## config.mk

```make
export PLATFORM = sky130hd
export DESIGN_NAME = pci_txn_monitor
export DESIGN_NICKNAME = d
export VERILOG_FILES = /design/src/rtl/pci_txn_monitor.sv
export SDC_FILE = /design/constraint.sdc
export NUM_CORES = 1
export LEC_CHECK = 0
export BUFFER_PORTS_ARGS = -buffer_cell sky130_fd_sc_hd__buf_4
export CORE_AREA = 3 3 90 126
export DETAILED_ROUTE_END_ITERATION = 16
export DIE_AREA = 0 0 93 129
export GPL_TIMING_DRIVEN = 1
export PLACE_DENSITY_LB_ADDON = 0.2
export SLEW_MARGIN = 15
export SYNTH_ARGS = -nofsm -noshare
export SYNTH_HDL_FRONTEND = slang
export SYNTH_SLANG_ARGS = --single-unit
export TNS_END_PERCENT = 5
```

## constraint.sdc

```tcl
create_clock -name clk -period 2.55 [get_ports clk]
set_input_delay 0.1275 -clock clk [delete_from_list [all_inputs] [get_ports clk]]
set_output_delay 0.1275 -clock clk [all_outputs]
set_load 0.02 [all_outputs]
```

## src/rtl/pci_txn_monitor.sv

```systemverilog
module pci_txn_monitor #(
  parameter int OFF_W = 12
) (
  input  logic             clk,
  input  logic             rst_n,
  input  logic             frame_n,
  input  logic             irdy_n,
  input  logic             trdy_n,
  input  logic [31:0]      ad,
  input  logic [3:0]       cbe_n,
  output logic             addr_valid,
  output logic [31:0]      addr,
  output logic [3:0]       cmd,
  output logic [2:0]       cmd_class,
  output logic             cmd_rsvd,
  output logic             xfer_valid,
  output logic [31:0]      xfer_data,
  output logic [3:0]       xfer_be_n,
  output logic [OFF_W-1:0] xfer_offset,
  output logic             xfer_last,
  output logic             xfer_null
);

  localparam logic [2:0] CLS_RSVD = 3'd7;
  localparam logic [OFF_W-1:0] STEP = OFF_W'(4);

  logic             busy;
  logic [OFF_W-1:0] off_q;
  logic [2:0]       cls;

  wire aphase = !busy && !frame_n;
  wire xfer   = busy && !irdy_n && !trdy_n;

  always_comb begin
    case (cbe_n)
      4'b0000:                   cls = 3'd0;
      4'b0001:                   cls = 3'd1;
      4'b0010, 4'b0011:          cls = 3'd2;
      4'b0110, 4'b1100, 4'b1110: cls = 3'd3;
      4'b0111, 4'b1111:          cls = 3'd4;
      4'b1010, 4'b1011:          cls = 3'd5;
      default:                   cls = CLS_RSVD;
    endcase
  end

  always_ff @(posedge clk) begin
    if (!rst_n) begin
      busy        <= 1'b0;
      off_q       <= '0;
      addr_valid  <= 1'b0;
      addr        <= '0;
      cmd         <= '0;
      cmd_class   <= '0;
      cmd_rsvd    <= 1'b0;
      xfer_valid  <= 1'b0;
      xfer_data   <= '0;
      xfer_be_n   <= '0;
      xfer_offset <= '0;
      xfer_last   <= 1'b0;
    end else begin
      addr_valid <= aphase;
      xfer_valid <= xfer;
      if (aphase) begin
        busy      <= 1'b1;
        off_q     <= '0;
        addr      <= ad;
        cmd       <= cbe_n;
        cmd_class <= cls;
        cmd_rsvd  <= (cls == CLS_RSVD);
      end else if (busy) begin
        if (xfer) begin
          xfer_data   <= ad;
          xfer_be_n   <= cbe_n;
          xfer_offset <= off_q;
          xfer_last   <= frame_n;
          off_q       <= off_q + STEP;
        end
        if (frame_n && (irdy_n || xfer))
          busy <= 1'b0;
      end
    end
  end

  assign xfer_null = xfer_valid && (&xfer_be_n);

endmodule

```

==> results.md <==
* Top delay family on crit path: simple AND/OR/NAND/NOR gates
* Max Cap Violations at 0
* Bufs on Longest Clock Path at 2
* Vias after detailed routing at 3124
* Prevailing post-synth register cell: dfxtp_1
* Fill cell total of the finished layout at 992
* CP max-delay cell: or3b_2
* Critical Path AT at 2.03 ns
* Yosys top cell by area: dfxtp_1
* Pin count of the biggest net entering global routing at 50
* Share of the synthesized area in the top cell type at 56.2%
* Startpoint Class: flip-flop
* Total power per unit cell area at 684 nW/um^2
* Antenna violations before repair at 0
* Yosys synthesis warning count at 0
* Clk_lat worst skew at 0.33 ns
* CTS resizes at 0
* Number of synthesized register bits at 100
* Crit path largest cell delay at 0.75 ns
* Met1 usage at 18.2%
* Routed WL per cell at 14.8 microns
* Total power at 0.00348 W
* FMAX at 0.554 GHz
* Synth cell types at 34
* DR vias/cell at 4.82
* H-tree levels at 3
* Worst-path clk slew at 0.07 ns
* First-pass GRT wire length at 15600 microns
* Clk network pwr share at 42.1%
* Final wirelength at 9620 microns
* Crit path time final at 1.80 ns
* Starting DRC count in detailed routing at 82
* GPL Wtd Cong at 0.739
* Area growth from synthesis to layout at 42.6%
* Seq/Total Area, Yosys at 56.2%
* DR DRC count at 0
* Number of flops mapped to enable cells by yosys at 0
* Psw at 0.000797 W
* GR Util met2 at 30.0%
* Area contributors post-synth: dfxtp_1 (56%), nand2_1 (11%), a22o_1 (9.3%)
* Mapped Area at 3560 sq um
* Register Area at 2000 sq um
* Die X at 93 microns
* Cts bufs inserted at 9
* Combinational power share at 10.5%
* R2R cell count at 4
* Port bufs at 130
* # diodes at 0
* # rows at 44
* Core ar. at 10300 sq um
* Dpl hpwl at 6620 microns
* Multi-input logic area at 1440 sq um
* Run status: completed
* Crit path capture type: flip-flop
* Most common cell after layout, fill and taps aside: buf_4
* Kind of critical path: flip-flop to flip-flop
* Slew margin rel. at 57.6%
* WHS Path Cells at 2
* Die Ht at 129 microns
* Most Crowded Layer GR: met2
* Clock sink count at 100
* Required @ worst endpoint at 2.77 ns
* WP buf/inv at 1
* CTS tree: yes
* Internal power at 0.00268 W
* Layout cells sized above 1 at 30.0%
* Slew @ Worst Pin at 0.631 ns
* Type of the most critical hold path: primary input to flip-flop
* Peak supply drop at 0.000312 V
* Final Hold Fails at 0
* Max-slew violations at 0
* WHS at 0.00999 ns
* Post-CTS setup buffer count at 0
* Final Util at 49.1%
* Gr ovfl total at 0
* Number of global-route vias before repair at 3156
* Avg Synthesized Cell Area at 9.53 sq um
* Switch share at 22.9%
* Total die area at 12000 sq um
* Worst clock skew at 0.00625 ns
* Final setup violation count at 0
* Flop pwr share at 47.4%
* CP Cell Sequence: or3b_2, buf_4, nand2_1, a21boi_0
* Final Net Count at 547
* Critical Path Fanout Max at 27
* IO Count at 133
* Cts hold-fix bufs at 11
* Root buffer cell: clkbuf_16
* Met3 GRT Util at 3.10%
* RSZ-0062 raised after global routing: no
* Drt first pass iters at 4
* Post-Syn Instances at 374
* Total negative setup slack at 0 ns
* Initial Utilization at 34.4%
* Pleak at 2.12 nW
* Final ANT Viol Nets at 0
* Most frequent cells in the layout: buf_4 (135), nand2_1 (103), dfxtp_1 (100)
* Fin crit share at 70.7%
* Total track usage at 16.6%
* Post-synth ARST share at 0%
* Critical Path Stages at 4
==> path summary, 6_finish.rpt <==
path / startpoint / endpoint / slack [ns]
hold reg to reg: xfer_data[27] / xfer_data[27] / 0.45
hold / removal: ad[19] / addr[19] / 0.01
setup / recovery: busy / xfer_offset[3] / 0.75
setup reg to reg: busy / xfer_offset[3] / 0.75
==> metal layers <==
layer / wire [microns] / vias up
li1: - / 1546
met3: 410 / 15
met2: 5230 / 80
met1: 3750 / 1483
met5: 0 / -
met4: 225 / 0
==> Yosys cell counts, types with 2 or more instances <==
| cell | n |
|---|---|
| o21ai_1 | 2 |
| a21oi_1 | 9 |
| dfxtp_1 | 100 |
| a22o_1 | 38 |
| clkbuf_1 | 19 |
| nand2_1 | 103 |
| o31ai_1 | 5 |
| o21ai_0 | 3 |
| or4_1 | 4 |
| and2_1 | 2 |
| or3_1 | 3 |
| a21boi_1 | 39 |
| buf_2 | 5 |
| buf_4 | 2 |
| inv_1 | 4 |
| nand3_1 | 4 |
| a21boi_0 | 10 |
| nor2_1 | 3 |
| nand2b_1 | 4 |
==> cell families after synthesis <==
logic type,count (synthesis),synth area share [%]
AO/OA/AOI/OAI,108,23.1
XOR/XNOR,1,0.246
multiplexers,2,0.597
buffers and inverters,31,3.65
adder cells (fa/ha/maj),1,0.351
AND/OR/NAND/NOR,130,15.8
flip-flops,100,56.2
other,1,0.105
==> cell type report <==
type | count | area share (%)
sequential | 100 | 39.4
multi-input combinational | 244 | 28.4
timing repair buffer | 146 | 22.1
clock buffer | 11 | 4.78
tap | 138 | 3.40
clock inverter | 5 | 1.67
inverter | 4 | 0.295
==> through the flow <==
| step | instance area (sq um) | worst slack, ns | instances |
|---|---|---|---|
| 2_1_floorplan | 3570 | 1.12 | 375 |
| 3_3_place_gp | 4640 | 0.784 | 621 |
| 3_5_place_dp | 4640 | 0.744 | 621 |
| 4_1_cts | 5080 | 0.729 | 648 |
| 5_1_grt | 5080 | 0.618 | 648 |
| 6_report | 5080 | 0.746 | 648 |
==> power by group through the flow <==
stage	Sequential, W	Clock [W]	Combinational (W)
2_1_floorplan	0.00174	0	0.000112
3_3_place_gp	0.00168	0	0.000352
3_5_place_dp	0.00168	0	0.000356
4_1_cts	0.00165	0.00152	0.000370
5_1_grt	0.00165	0.00157	0.000395
6_report	0.00165	0.00146	0.000365
==> sequential cells by signal, indices dropped and copies added (netlist names) <==
signal,flops
cmd_rsvd,1
xfer_data,32
addr_valid,1
xfer_be_n,4
cmd,4
off_q,10
xfer_last,1
addr,32
xfer_valid,1
cmd_class,3
busy,1
xfer_offset,10
Power figures use the tool's default switching activity.
